==> config.mk <==
export PLATFORM = sky130hd
export DESIGN_NAME = blink_duty_engine
export DESIGN_NICKNAME = d
export VERILOG_FILES = /design/src/rtl/bde_pkg.sv /design/src/rtl/bde_leg_counter.sv /design/src/rtl/bde_blink_phase.sv /design/src/rtl/bde_ramp.sv /design/src/rtl/blink_duty_engine.sv
export SDC_FILE = /design/constraint.sdc
export NUM_CORES = 1
export LEC_CHECK = 0
export ABC_AREA = 1
export BUFFER_PORTS_ARGS = -buffer_cell sky130_fd_sc_hd__buf_2
export CAP_MARGIN = 5
export CORE_MARGIN = 2
export CORE_UTILIZATION = 43
export CTS_CLUSTER_DIAMETER = 100
export DETAILED_ROUTE_END_ITERATION = 12
export RECOVER_POWER = 100
export SLEW_MARGIN = 15
export SYNTH_ARGS = -nofsm -noshare
export SYNTH_HDL_FRONTEND = slang
export SYNTH_SLANG_ARGS = --single-unit
==> constraint.sdc <==
create_clock -name clk -period 6.65 [get_ports clk]
set_input_delay 1.33 -clock clk [delete_from_list [all_inputs] [get_ports clk]]
set_output_delay 1.33 -clock clk [all_outputs]
set_load 0.02 [all_outputs]
==> src/rtl/bde_pkg.sv <==
package bde_pkg;

  typedef enum logic [1:0] {
    MODE_FIXED = 2'd0,
    MODE_BLINK = 2'd1,
    MODE_RAMP  = 2'd2
  } bde_mode_e;

  function automatic bde_mode_e decode_mode(input logic blink, input logic ramp);
    if (!blink)    return MODE_FIXED;
    else if (ramp) return MODE_RAMP;
    else           return MODE_BLINK;
  endfunction

endpackage

==> src/rtl/bde_leg_counter.sv <==
module bde_leg_counter #(
  parameter int CNT_W = 16
) (
  input  logic             clk,
  input  logic             rst_n,
  input  logic             clear,
  input  logic             strobe,
  input  logic [CNT_W-1:0] limit,
  output logic             term,
  output logic [CNT_W-1:0] count
);

  logic at_limit;
  assign at_limit = (count == limit);
  assign term     = strobe && !clear && at_limit;

  always_ff @(posedge clk or negedge rst_n) begin
    if (!rst_n)          count <= '0;
    else if (clear)      count <= '0;
    else if (strobe) begin
      if (at_limit)      count <= '0;
      else               count <= count + 1'b1;
    end
  end

  AST_CNT_HOLD: assert property (@(posedge clk) disable iff (!rst_n)
    (!clear && !strobe) |=> $stable(count));

  AST_CNT_CLEARED: assert property (@(posedge clk) disable iff (!rst_n)
    clear |=> (count == '0));

endmodule

==> src/rtl/bde_blink_phase.sv <==
module bde_blink_phase (
  input  logic clk,
  input  logic rst_n,
  input  logic clear,
  input  logic term,
  output logic on_b
);

  always_ff @(posedge clk or negedge rst_n) begin
    if (!rst_n)     on_b <= 1'b0;
    else if (clear) on_b <= 1'b0;
    else if (term)  on_b <= ~on_b;
  end

  AST_PHASE_ON_TERM: assert property (@(posedge clk) disable iff (!rst_n)
    (!clear && !term) |=> $stable(on_b));

endmodule

==> src/rtl/bde_ramp.sv <==
module bde_ramp #(
  parameter int DUTY_W = 16
) (
  input  logic              clk,
  input  logic              rst_n,
  input  logic              clear,
  input  logic              step,
  input  logic [DUTY_W-1:0] duty_a,
  input  logic [DUTY_W-1:0] duty_b,
  input  logic [DUTY_W-1:0] step_m1,
  output logic [DUTY_W-1:0] level
);

  localparam int SUM_W = DUTY_W + 1;

  // Returns {reached, next}; SUM_W-bit math keeps the step from wrapping.
  function automatic logic [DUTY_W:0] advance(
    input logic [DUTY_W-1:0] cur,
    input logic [DUTY_W-1:0] target,
    input logic [SUM_W-1:0]  amt,
    input logic              up
  );
    logic [SUM_W-1:0] wide;
    logic             reached;
    if (up) begin
      wide    = {1'b0, cur} + amt;
      reached = (wide >= {1'b0, target});
    end else if (amt > {1'b0, cur}) begin
      wide    = '0;
      reached = 1'b1;
    end else begin
      wide    = {1'b0, cur} - amt;
      reached = (wide <= {1'b0, target});
    end
    if (reached) return {1'b1, target};
    else         return {1'b0, wide[DUTY_W-1:0]};
  endfunction

  logic                  toward_b;
  logic                  ascend_ab;
  logic                  going_up;
  logic [DUTY_W-1:0]     target;
  logic [SUM_W-1:0]      amt;
  logic [DUTY_W:0]       nxt;
  logic                  turn_evt;

  assign ascend_ab = (duty_b >= duty_a);
  assign going_up  = toward_b ? ascend_ab : !ascend_ab;
  assign target    = toward_b ? duty_b : duty_a;
  assign amt       = {1'b0, step_m1} + 1'b1;
  assign nxt       = advance(level, target, amt, going_up);
  assign turn_evt  = step && nxt[DUTY_W];

  always_ff @(posedge clk or negedge rst_n) begin
    if (!rst_n) begin
      level    <= '0;
      toward_b <= 1'b1;
    end else if (clear) begin
      level    <= duty_a;
      toward_b <= 1'b1;
    end else if (step) begin
      level <= nxt[DUTY_W-1:0];
      if (turn_evt) toward_b <= ~toward_b;
    end
  end

  AST_RAMP_HOLD: assert property (@(posedge clk) disable iff (!rst_n)
    (!clear && !step) |=> $stable(level));

  AST_TURN_AT_END: assert property (@(posedge clk) disable iff (!rst_n)
    (!clear && turn_evt) |=> (level == $past(target)));

endmodule

==> src/rtl/blink_duty_engine.sv <==
module blink_duty_engine #(
  parameter int DUTY_W = 16
) (
  input  logic              clk,
  input  logic              rst_n,
  input  logic              cycle_start,
  input  logic              blink_en,
  input  logic              ramp_en,
  input  logic [DUTY_W-1:0] duty_a,
  input  logic [DUTY_W-1:0] duty_b,
  input  logic [DUTY_W-1:0] dwell_x,
  input  logic [DUTY_W-1:0] dwell_y,
  output logic [DUTY_W-1:0] duty_out
);
  import bde_pkg::*;

  localparam int CNT_W = DUTY_W;

  bde_mode_e         mode, mode_q;
  logic              mode_change;
  logic              cnt_clear;
  logic              term;
  logic [CNT_W-1:0]  count;
  logic [CNT_W-1:0]  limit;
  logic              on_b;
  logic [DUTY_W-1:0] ramp_level;

  assign mode        = decode_mode(blink_en, ramp_en);
  assign mode_change = (mode != mode_q);
  assign cnt_clear   = (mode == MODE_FIXED) || mode_change;
  assign limit       = (mode == MODE_BLINK && on_b) ? dwell_y : dwell_x;

  always_ff @(posedge clk or negedge rst_n) begin
    if (!rst_n) mode_q <= MODE_FIXED;
    else        mode_q <= mode;
  end

  bde_leg_counter #(.CNT_W(CNT_W)) u_cnt (
    .clk    (clk),
    .rst_n  (rst_n),
    .clear  (cnt_clear),
    .strobe (cycle_start),
    .limit  (limit),
    .term   (term),
    .count  (count)
  );

  bde_blink_phase u_phase (
    .clk   (clk),
    .rst_n (rst_n),
    .clear (mode != MODE_BLINK || mode_change),
    .term  (term),
    .on_b  (on_b)
  );

  bde_ramp #(.DUTY_W(DUTY_W)) u_ramp (
    .clk     (clk),
    .rst_n   (rst_n),
    .clear   (mode != MODE_RAMP || mode_change),
    .step    (term && mode == MODE_RAMP),
    .duty_a  (duty_a),
    .duty_b  (duty_b),
    .step_m1 (dwell_y),
    .level   (ramp_level)
  );

  always_comb begin
    unique case (mode)
      MODE_BLINK: duty_out = on_b ? duty_b : duty_a;
      MODE_RAMP:  duty_out = ramp_level;
      default:    duty_out = duty_a;
    endcase
  end

  AST_COUNT_IN_FIXED: assert property (@(posedge clk) disable iff (!rst_n)
    (!blink_en && $past(!blink_en)) |-> (count == '0));

endmodule

==> impl_metrics.tcl <==
set metrics [dict create \
    status "finished with violations" \
    violations "max-capacitance violations, max-slew violations" \
    cp_top_family "simple AND/OR/NAND/NOR gates" \
    clock_skew_ps 5.31 \
    start_util_pct 44.1 \
    worst_setup_path_end_kind "flip-flop" \
    areaGrowthSynthToFinish_pct 9.75 \
    synth-async-reset-ratio_pct 100 \
    netlist_instances 1023 \
    die_x_um 126 \
    grt_pass1_wl_um 31100 \
    crit_path_start "dwell_y[2]" \
    groute.usage.overall_pct 23.8 \
    min-delay-start "u_cnt.count[0]$_DFFE_PN0P_" \
    critPathRequiredTime_ps 6830 \
    clock_latency_ps 290 \
    port_buffers 84 \
    synth_edf_count 0 \
    gp_congestion 0.921 \
    clk_path_buf_depth 2 \
    htree_levels 2 \
    drtIter0Drc 355 \
    period_minus_slack_ps 5690 \
    r2r-start "u_ramp.level[1]$_DFFE_PN0P_" \
    syn_area_um2 6400 \
    fillers 1580 \
    antenna_left 0 \
    synth.distinct_cells 48 \
    drt_wl_total_um 18800 \
    cts_tree "done" \
    postLayoutCoreUtil_pct 48.4 \
    core_um2 14500 \
    hold_viol 0 \
    hpwl_um 15800 \
    hold_slack_ps 544 \
    period_share_pct 85.6 \
    drive_gt1_share_pct 8.72 \
    slowest_delay_ps 450 \
    wl_per_cell_um 14.7 \
    cts_hold_buf 0 \
    hold_class "reg2reg" \
    dr_total_vias 6599 \
    irDropWorstVdd_mv 0.0911 \
    critPathSlowestCell "or4_1" \
    timing.critical_path.mode_cell "nand2_1" \
    tightest_slew_ps 2290 \
    syn_nets 1180 \
    cp_max_fo 19 \
    drv_cap 1 \
    clk_pin_slew_ps 60 \
    post_drt_via_cell_ratio 5.18 \
    antenna_found_initial 0 \
    worstPathArrival_ps 5870 \
    grt_max_degree 37 \
    r2r_slack_ps 2370 \
    power_density_nw_per_um2 150 \
    setup_tns_ps 0 \
    relSlewSlack_pct -52.6 \
    crit_cells 27 \
    ys_seq_elements 36 \
    cts_setup_buffers 0 \
    worstSetupPathType "in2reg" \
    leakage_nw 3.76 \
    synth.avg_cell_area_um2 6.26 \
    dieArea_um2 15900 \
    start_kind "primary input" \
    drc_errors 0 \
    diodes 0 \
    finalNetCount 1245 \
    max_freq_mhz 176 \
    finalSetupViolations 0 \
    ys_seq_area_share_pct 14.1 \
    cts.sinks 36 \
    root_buffer "clkbuf_16" \
    cts-buffers-inserted 5 \
    hold_depth 1 \
    drv_slew 37 \
    num_io_pins 85 \
    first_pass_iters 4 \
    synth_flop_cell "dfrtp_1" \
    rows 44 \
    postCtsResizedCells 0 \
    ff2ff_path_depth 21 \
    ys_warn_count 0 \
    critPathBufInv 4 \
    grt_setup_unrepaired "false" \
    gr-total-overflow 0 \
    die_y_um 126 \
    grt_pass1_vias 6225 \
]
## routing by layer
metal / vias to the layer above / track usage, % / wire [µm]
met1: 2904 / 33.4 / 9140
met4: 0 / 5.11 / 287
met3: 17 / 2.04 / 821
li1: 3505 / - / -
met5: - / 0 / 0
met2: 173 / 39.8 / 8510
## synthesized netlist by cell type, types with 3 or more instances
master	number	area share [%]
xnor2_1	4	0.55
o221ai_1	16	2.2
nor2_2	3	0.29
xor2_1	53	7.2
o21ai_0	68	5.3
clkinv_1	9	0.53
nor3_1	12	0.94
clkbuf_1	16	0.94
dfrtp_1	35	14
inv_2	6	0.35
nor2_1	65	3.8
o211ai_1	3	0.35
nand3_1	89	7.0
inv_1	155	9.1
nand2_1	240	14
buf_2	6	0.47
nor4_1	4	0.39
o22ai_1	7	0.68
a21oi_1	55	4.3
ha_1	86	17
nand4_1	15	1.5
buf_6	3	0.53
o21bai_1	4	0.47
a31oi_1	3	0.29
o21ai_1	32	2.5
## cells by family after synthesis
| kind of cell | count (synthesis) | synth area share, % |
|---|---|---|
| AOI/OAI and AO/OA | 199 | 17.7 |
| xor gates and xnor gates | 57 | 7.79 |
| adders and majority gates | 88 | 17.4 |
| buffers and inverters | 199 | 12.3 |
| DFF | 36 | 14.1 |
| and+or+nand+nor | 444 | 30.7 |
## final cells by class
type / count / area (µm²) / area share (%)
Sequential cell: 36 / 902 / 12.8
Multi-Input combinational cell: 788 / 4700 / 66.9
Clock inverter: 1 / 5.00 / 0.0712
Timing Repair Buffer: 86 / 413 / 5.87
Clock buffer: 7 / 133 / 1.89
Tap cell: 184 / 230 / 3.28
Inverter: 171 / 644 / 9.17
## power breakdown
group | leakage, nW | switching [W] | internal, W | total, W
logic | 3.23 | 0.000367 | 0.000203 | 0.000570
clock network | 0.0679 | 0.0000968 | 0.000139 | 0.000236
registers | 0.461 | 0.0000169 | 0.000229 | 0.000246
total | 3.76 | 0.000480 | 0.000571 | 0.00105
## placed cells by master (no fill, tap or decap), drive strengths merged
cell,synthesis,routed
nand2,243,243
inv,162,161
o21ai,101,101
nand3,91,91
ha,86,86
nor2,71,71
buf,12,68
a21oi,55,55
xor2,53,53
dfrtp,35,35
clkbuf,16,25
nand4,17,17
o221ai,16,16
nor3,13,13
clkinv,9,11
o22ai,7,7
o21bai,4,4
xnor2,4,4
nor4,4,4
o211ai,3,3
a31oi,3,3
a21o,2,2
nand3b,2,2
or4,2,2
a211oi,2,2
o31ai,2,2
fa,2,2
o211a,1,1
o21a,1,1
a21boi,1,1
or2,1,1
a32o,1,1
dfstp,1,1
## through the flow
| stage | total power [W] | instances | area [µm²] | setup slack [ps] |
|---|---|---|---|---|
| 4_1_cts | 0.00106 | 1273 | 7070 | 1210 |
| 2_1_floorplan | 0.000663 | 1023 | 6400 | 1700 |
| 6_report | 0.00105 | 1273 | 7030 | 955 |
| 3_3_place_gp | 0.000823 | 1265 | 6930 | 918 |
| 5_1_grt | 0.00115 | 1273 | 7030 | 409 |
| 3_5_place_dp | 0.000819 | 1265 | 6930 | 933 |
## flip-flops by register name, indices dropped and copies added (netlist names)
| name | count |
|---|---|
| mode_q | 2 |
| u_phase.on_b | 1 |
| u_ramp.level | 16 |
| u_ramp.toward_b | 1 |
| u_cnt.count | 16 |
## path summary, 6_finish.rpt
path	to
worst max-delay path	u_ramp.level[3]$_DFFE_PN0P_
worst min-delay path	u_cnt.count[0]$_DFFE_PN0P_
worst max register to register	u_ramp.level[3]$_DFFE_PN0P_
worst min register to register	u_cnt.count[0]$_DFFE_PN0P_
max in group asynchronous	mode_q[0]$_DFF_PN0_
min in group asynchronous	u_cnt.count[11]$_DFFE_PN0P_
Power figures use the tool's default switching activity.
